`src/rtl/wiper_pkg.sv`:
```
package wiper_pkg;
    typedef enum logic [2:0] {
        SRC_NONE,
        SRC_BOOT,
        SRC_XFER,
        SRC_HOST,
        SRC_STEP
    } wiper_src_e;
endpackage

```
`src/rtl/wiper_step_unit.sv`:
```
module wiper_step_unit #(
    parameter int POS_W = 6
) (
    input  logic [POS_W-1:0] pos_i,
    input  logic             up_i,
    output logic [POS_W-1:0] stepped_o
);
    localparam logic [POS_W-1:0] POS_MAX = {POS_W{1'b1}};
    localparam logic [POS_W-1:0] POS_MIN = '0;

    always_comb begin
        stepped_o = pos_i;
        if (up_i) begin
            if (pos_i != POS_MAX) stepped_o = pos_i + 1'b1;
        end else begin
            if (pos_i != POS_MIN) stepped_o = pos_i - 1'b1;
        end
    end
endmodule

```
`src/rtl/wiper_src_arbiter.sv`:
```
module wiper_src_arbiter
    import wiper_pkg::*;
#(
    parameter int POS_W = 6
) (
    input  logic             boot_i,
    input  logic [POS_W-1:0] boot_word_i,
    input  logic             xfer_i,
    input  logic [POS_W-1:0] xfer_word_i,
    input  logic             host_i,
    input  logic [POS_W-1:0] host_word_i,
    input  logic             step_i,
    input  logic [POS_W-1:0] step_word_i,
    output wiper_src_e       src_o,
    output logic [POS_W-1:0] word_o
);
    always_comb begin
        src_o  = SRC_NONE;
        word_o = '0;
        if (boot_i) begin
            src_o  = SRC_BOOT;
            word_o = boot_word_i;
        end else if (xfer_i) begin
            src_o  = SRC_XFER;
            word_o = xfer_word_i;
        end else if (host_i) begin
            src_o  = SRC_HOST;
            word_o = host_word_i;
        end else if (step_i) begin
            src_o  = SRC_STEP;
            word_o = step_word_i;
        end
    end
endmodule

```
`src/rtl/wiper_tap_decode.sv`:
```
module wiper_tap_decode #(
    parameter int POS_W = 6
) (
    input  logic [POS_W-1:0]        pos_i,
    output logic [(1<<POS_W)-1:0]   tap_o
);
    localparam int NUM_TAPS = 1 << POS_W;

    for (genvar t = 0; t < NUM_TAPS; t++) begin : g_tap
        assign tap_o[t] = (pos_i == POS_W'(t));
    end
endmodule

```
`src/rtl/wiper_pos_reg.sv`:
```
module wiper_pos_reg
    import wiper_pkg::*;
#(
    parameter int POS_W    = 6,
    parameter int NUM_DREG = 4
) (
    input  logic                        clk,
    input  logic                        rst_n,
    input  logic [NUM_DREG*POS_W-1:0]   dreg_bank_i,
    input  logic                        xfer_en_i,
    input  logic [$clog2(NUM_DREG)-1:0] xfer_sel_i,
    input  logic                        host_wr_en_i,
    input  logic [POS_W-1:0]            host_wr_data_i,
    input  logic                        step_en_i,
    input  logic                        step_up_i,
    output logic [POS_W-1:0]            pos_o,
    output logic [(1<<POS_W)-1:0]       tap_sel_o
);
    localparam int NUM_TAPS = 1 << POS_W;
    localparam logic [POS_W-1:0] POS_MAX = {POS_W{1'b1}};

    typedef struct packed {
        logic [POS_W-1:0] pos;
        logic             boot;
    } state_t;

    state_t state_d, state_q;

    logic [POS_W-1:0] xfer_word;
    logic [POS_W-1:0] step_word;
    logic [POS_W-1:0] next_word;
    wiper_src_e       src;

    assign xfer_word = dreg_bank_i[xfer_sel_i*POS_W +: POS_W];

    wiper_step_unit #(.POS_W(POS_W)) u_step (
        .pos_i     (state_q.pos),
        .up_i      (step_up_i),
        .stepped_o (step_word)
    );

    wiper_src_arbiter #(.POS_W(POS_W)) u_arb (
        .boot_i      (state_q.boot),
        .boot_word_i (dreg_bank_i[POS_W-1:0]),
        .xfer_i      (xfer_en_i),
        .xfer_word_i (xfer_word),
        .host_i      (host_wr_en_i),
        .host_word_i (host_wr_data_i),
        .step_i      (step_en_i),
        .step_word_i (step_word),
        .src_o       (src),
        .word_o      (next_word)
    );

    always_comb begin
        state_d      = state_q;
        state_d.boot = 1'b0;
        if (src != SRC_NONE) state_d.pos = next_word;
    end

    always_ff @(posedge clk or negedge rst_n) begin
        if (!rst_n) begin
            state_q.pos  <= '0;
            state_q.boot <= 1'b1;
        end else begin
            state_q <= state_d;
        end
    end

    assign pos_o = state_q.pos;

    wiper_tap_decode #(.POS_W(POS_W)) u_dec (
        .pos_i (state_q.pos),
        .tap_o (tap_sel_o)
    );

    // first edge after release reloads register zero
    a_r2_boot_reload: assert property (@(posedge clk) disable iff (!rst_n)
        state_q.boot |=> pos_o == $past(dreg_bank_i[POS_W-1:0]));

    // transfer wins over host and step
    a_r3_xfer_load: assert property (@(posedge clk) disable iff (!rst_n)
        (!state_q.boot && xfer_en_i) |=> pos_o == $past(xfer_word));

    // host write over step
    a_r4_host_load: assert property (@(posedge clk) disable iff (!rst_n)
        (!state_q.boot && !xfer_en_i && host_wr_en_i) |=> pos_o == $past(host_wr_data_i));

    // saturation at both ends
    a_r6_no_overflow: assert property (@(posedge clk) disable iff (!rst_n)
        (!state_q.boot && !xfer_en_i && !host_wr_en_i && step_en_i && step_up_i
         && pos_o == POS_MAX) |=> pos_o == POS_MAX);
    a_r6_no_underflow: assert property (@(posedge clk) disable iff (!rst_n)
        (!state_q.boot && !xfer_en_i && !host_wr_en_i && step_en_i && !step_up_i
         && pos_o == '0) |=> pos_o == '0);

    // exactly one tap, at the position
    a_r8_onehot: assert property (@(posedge clk) disable iff (!rst_n)
        $countones(tap_sel_o) == 1 && tap_sel_o[pos_o]);

    // idle holds
    a_r9_hold: assert property (@(posedge clk) disable iff (!rst_n)
        (!state_q.boot && !xfer_en_i && !host_wr_en_i && !step_en_i) |=> $stable(pos_o));

    initial begin
        if (NUM_TAPS < 2) $error("POS_W too small");
    end
endmodule

```
`config.mk`:
```
export PLATFORM = sky130hd
export DESIGN_NAME = wiper_pos_reg
export DESIGN_NICKNAME = d
export VERILOG_FILES = /design/src/rtl/wiper_pkg.sv /design/src/rtl/wiper_step_unit.sv /design/src/rtl/wiper_src_arbiter.sv /design/src/rtl/wiper_tap_decode.sv /design/src/rtl/wiper_pos_reg.sv
export SDC_FILE = /design/constraint.sdc
export NUM_CORES = 1
export LEC_CHECK = 0
export BUFFER_PORTS_ARGS = -buffer_cell sky130_fd_sc_hd__buf_4
export CORE_MARGIN = 2
export CORE_UTILIZATION = 38
export CTS_CLUSTER_SIZE = 10
export DETAILED_ROUTE_END_ITERATION = 7
export GPL_TIMING_DRIVEN = 0
export PLACE_DENSITY = 0.79
export SLEW_MARGIN = 25
export SYNTH_ARGS = -nofsm -noshare
export SYNTH_HDL_FRONTEND = slang
export SYNTH_SLANG_ARGS = --single-unit
```
`constraint.sdc`:
```
create_clock -name clk -period 2.3 [get_ports clk]
set_clock_uncertainty 0.15 [all_clocks]
set_input_delay 0.46 -clock clk [delete_from_list [all_inputs] [get_ports clk]]
set_output_delay 0.46 -clock clk [all_outputs]
set_load 0.02 [all_outputs]
```
==> results by stage <==
Setup path:
- The worst setup path is of the register to register kind.
- The type of element capturing the critical path is a register.
- The worst setup path is launched from a register.
- Following the worst setup path forward leads to its endpoint at pos_o[4].
- The number of buffer and inverter stages on the critical path is 1.
- The signal on the critical path passes through ha_4 > nand3_2 > or3_4 > a311oi_4 > buf_6 > a31oi_1 > o22ai_2.
- In this design, the stage delay of the slowest critical-path cell is roughly 0.48 ns.
- The largest driver fanout on the critical path is 10.
- The launching instance or port of the critical path is pos_o[0].
- The critical path arrival is 2.19 ns.
- The kind of cell with the highest combined delay along the critical path is simple AND/OR/NAND/NOR gates.
- The worst-case reg-to-reg path depth is 7.
- For flop-to-flop paths, the worst setup slack is 0.12 ns.
- The capture point of the worst reg-to-reg path is pos_o[4].
- The critical path crosses 7 cells after its start point.
- The slowest stage of the critical path is the sky130_fd_sc_hd__dfrtp_2 cell.
- The data required time at the worst endpoint is 2.32 ns.
- In this run the critical register-to-register path is launched from pos_o[0].

Placement:
- The count of placed standard cells including taps is 329.
- The worst slack at placement is -0.06527 ns.
- The routability-driven placement congestion ratio is 0.7884.
- Buffers placed on the I/O ports in this run total around 100.
- The placed instances occupy a cell area of 2029 µm².
- The HPWL after detailed placement is between 3 and 4 mm.

STA:
- Across all hold checks on the routed design, the worst slack comes to 0.4043 ns.
- The worst path in the final design needs a cycle of 2.177 ns, including I/O delays and setup.
- The count of endpoints failing hold in the final timing report is 0.
- Setup slack on the critical path of the routed design comes to 0.1234 ns.
- For the final routed database, the setup TNS stands at 0 ns.
- For this run, the top clock speed supported by timing is 0.4594 GHz.
- Setup repair after global routing left no endpoint under its margin.
- In the finished design, the share of the clock period the worst path needs comes to 0.9464.
- The final number of setup-violating endpoints is 0.
- The final number of max-transition violations is 0.

GRT:
- The initial antenna violation count is 0.
- Across every metal layer, demand over resource in global routing totals 0.2229.
- The number of global-route vias before repair came to 1456.
- Global routing finished with a remaining overflow of 0.
- Entering global routing, the biggest net connects 11 pins.
- The first-pass GRT wire length is 6.396 mm.

Route:
- The via density per instance is 4.961.
- The number of detailed-routing iterations run before antenna repair is 4.
- The total vias in the final route is 1657.
- The routed length per instance is between 10 and 15 µm.
- The DRC violations left is 0.
- The first routing iteration left 64 violations.
- Wires add up to 4.227 mm.
- The number of nets with antenna violations after routing is 0.

Finish:
- The finished layout holds 334 standard cells, fillers aside.
- The number of antenna diodes in the final layout is 0.
- For this run, the post-layout net count is 334.
- For this run, the share of the core covered by cells in the final layout is 0.6909.
- The area growth from synthesis to layout is 74.17%.
- Counting the fill cells in the layout gives 298.
- In the final layout, the share of cells above drive strength 1 is 0.4690.
- Summing all non-filler instances in the final layout gives an area of 2092 µm².

Synth:
- The number of distinct library cells after synthesis is 42.
- In this run the mean area of a mapped cell was 6.600 µm².
- The most used flip-flop cell after synthesis is sky130_fd_sc_hd__dfrtp_1.
- The number of enable flip-flop cells after synthesis is 0.
- Synthesis inferred 7 register bits.
- By area the synthesized netlist is led by sky130_fd_sc_hd__nor2_1 (21%), sky130_fd_sc_hd__dfrtp_1 (13%), sky130_fd_sc_hd__mux4_2 (7.5%).
- The fraction of synthesis flops using an asynchronous set or reset pin is 1.000.
- The share of the Yosys chip area taken by registers is 0.1469.
- Summing every instance area after synthesis gives 1201 µm².
- The total nets after synthesis is 225.
- The area fraction of the dominant cell type after synthesis is 0.2125.
- Of all cell types, the one taking the most synthesized area is sky130_fd_sc_hd__nor2_1.
- The number of warnings issued by yosys is 0.
- The cell count after synthesis came out at 182.

CTS:
- In this run the clock root is driven by a sky130_fd_sc_hd__clkbuf_4.
- The TritonCTS clock tree is yes.
- CTS built an H-tree with a depth of 1.
- The clock latency on the worst-skew pair is around 0.25 ns.
- The deepest clock path buffer count is 2.
- TritonCTS created 3 clock buffers.
- The number of sinks on the clock net is 7.
- The number of post-CTS setup repair buffers is 0.
- The clock-pin slew on the worst setup and hold paths is 0.05 ns.

Power:
- The maximum ir drop on the vdd rail is 0.3496 mV.
- The analysis attributes to cell leakage a power of 1.004 nW.
- The power per unit of standard cell area is 335.2 nW/µm².
- Total power for the finished layout comes to 0.7011 mW.

Hold path:
- The worst hold path belongs to the class primary input to async pin.

Outcome:
- The flow ran to the end, and the final reports show no timing, DRC or antenna violations.

Floorplanning:
- The floorplan step defined a die boundary enclosing 3626 µm².
- After floorplanning, the core was divided into 20 placement rows.
- The total area inside the core boundary comes to 3028 µm².
- The initial standard-cell utilization of the core is 0.3967.
- The horizontal die dimension is 60.22 µm.
- Pin placement for this block handled 108 I/O pins.
- The vertical die dimension is ~60 µm.

Job:
- Across the run, the number of max-cap violations was 0.
[routing by layer]
metal	vias up	GRT usage	share of wire	routed length, µm
met2	92	0.4332	0.50	2098
met4	0	0.02857	0.0019	8
met3	2	0.03030	0.11	456
met5	-	0	0	0
li1	835	-	-	-
met1	728	0.2605	0.39	1662
[cell usage after synthesis, types with 4 or more instances]
master,count
sky130_fd_sc_hd__nor2_1,68
sky130_fd_sc_hd__nand2_1,22
sky130_fd_sc_hd__inv_1,8
sky130_fd_sc_hd__clkbuf_1,7
sky130_fd_sc_hd__dfrtp_1,6
sky130_fd_sc_hd__ha_1,5
sky130_fd_sc_hd__nor3_1,5
sky130_fd_sc_hd__a211oi_1,4
sky130_fd_sc_hd__mux4_2,4
[state kept, by name (all words and copies together), names as in the netlist]
signal   flops
pos_o        6
state_q      1
[worst min-delay path by stage]
stage,from,end,cells past startpoint
global route,dreg_bank_i[1],pos_o[1],3
CTS,rst_n,pos_o[1],2
detailed placement,rst_n,pos_o[1],1
finish,rst_n,pos_o[1],2
global placement,rst_n,pos_o[0],1
floorplan,rst_n,pos_o[0],0
[cell usage in the layout, fill, tap and decap left out, types with 2 or more instances in the layout]
cell / synthesis / layout
sky130_fd_sc_hd__nor2b_1: 3 / 3
sky130_fd_sc_hd__mux2i_1: 3 / 3
sky130_fd_sc_hd__mux4_2: 4 / 4
sky130_fd_sc_hd__nand3_1: 2 / 2
sky130_fd_sc_hd__o22ai_2: 2 / 2
sky130_fd_sc_hd__and2b_2: 2 / 2
sky130_fd_sc_hd__dfrtp_2: 0 / 2
sky130_fd_sc_hd__nor2_1: 68 / 68
sky130_fd_sc_hd__ha_1: 5 / 2
sky130_fd_sc_hd__clkbuf_4: 0 / 3
sky130_fd_sc_hd__a211oi_1: 4 / 4
sky130_fd_sc_hd__inv_1: 8 / 8
sky130_fd_sc_hd__a32oi_1: 2 / 2
sky130_fd_sc_hd__nand2b_1: 2 / 2
sky130_fd_sc_hd__o221a_2: 2 / 2
sky130_fd_sc_hd__xnor2_1: 2 / 2
sky130_fd_sc_hd__nor3b_1: 2 / 2
sky130_fd_sc_hd__a31oi_1: 3 / 3
sky130_fd_sc_hd__nand2_1: 22 / 22
sky130_fd_sc_hd__ha_2: 0 / 2
sky130_fd_sc_hd__clkbuf_1: 7 / 3
sky130_fd_sc_hd__a21oi_1: 3 / 3
sky130_fd_sc_hd__buf_4: 2 / 105
sky130_fd_sc_hd__buf_2: 1 / 2
sky130_fd_sc_hd__o311ai_0: 2 / 2
sky130_fd_sc_hd__nor3_1: 5 / 5
sky130_fd_sc_hd__nand3b_1: 3 / 3
sky130_fd_sc_hd__dfrtp_1: 6 / 4
sky130_fd_sc_hd__clkbuf_2: 0 / 4
[power by group]
part,switching [mW],leakage (nW),total [mW],internal [mW]
clock network,0.0431,0.0150,0.109,0.0661
logic,0.243,0.911,0.424,0.181
registers,0.0292,0.0777,0.168,0.139
[layout make-up]
class	count	area, µm²	share of cell area
buffer	11	63.81	0.03050
clock buffer	4	26.28	0.01256
inverter	8	30.03	0.01435
multi-input combinational	156	954.7	0.4563
sequential	7	178.9	0.08553
tap	44	55.05	0.02632
timing repair buffer	104	783.3	0.3744
[cells by family (layout without fill, tap and decap cells)]
logic type / Yosys count / after routing / share of synthesized area
and+or+nand+nor: 116 / 116 / 0.4271
adders and majority gates: 5 / 5 / 0.05208
xor gates and xnor gates: 2 / 2 / 0.01459
AOI/OAI and AO/OA: 25 / 25 / 0.1833
other: 1 / 1 / 0.003122
muxes: 7 / 7 / 0.1000
buffers and inverters: 19 / 127 / 0.07291
DFF: 7 / 7 / 0.1469
[timing repair]
item,4_1_cts,5_1_grt
gates resized for setup,4,11
hold buffers,1,0
hold endpoints to repair,6,0
setup endpoints to repair,18,38
(Power assumes the default switching activity.)
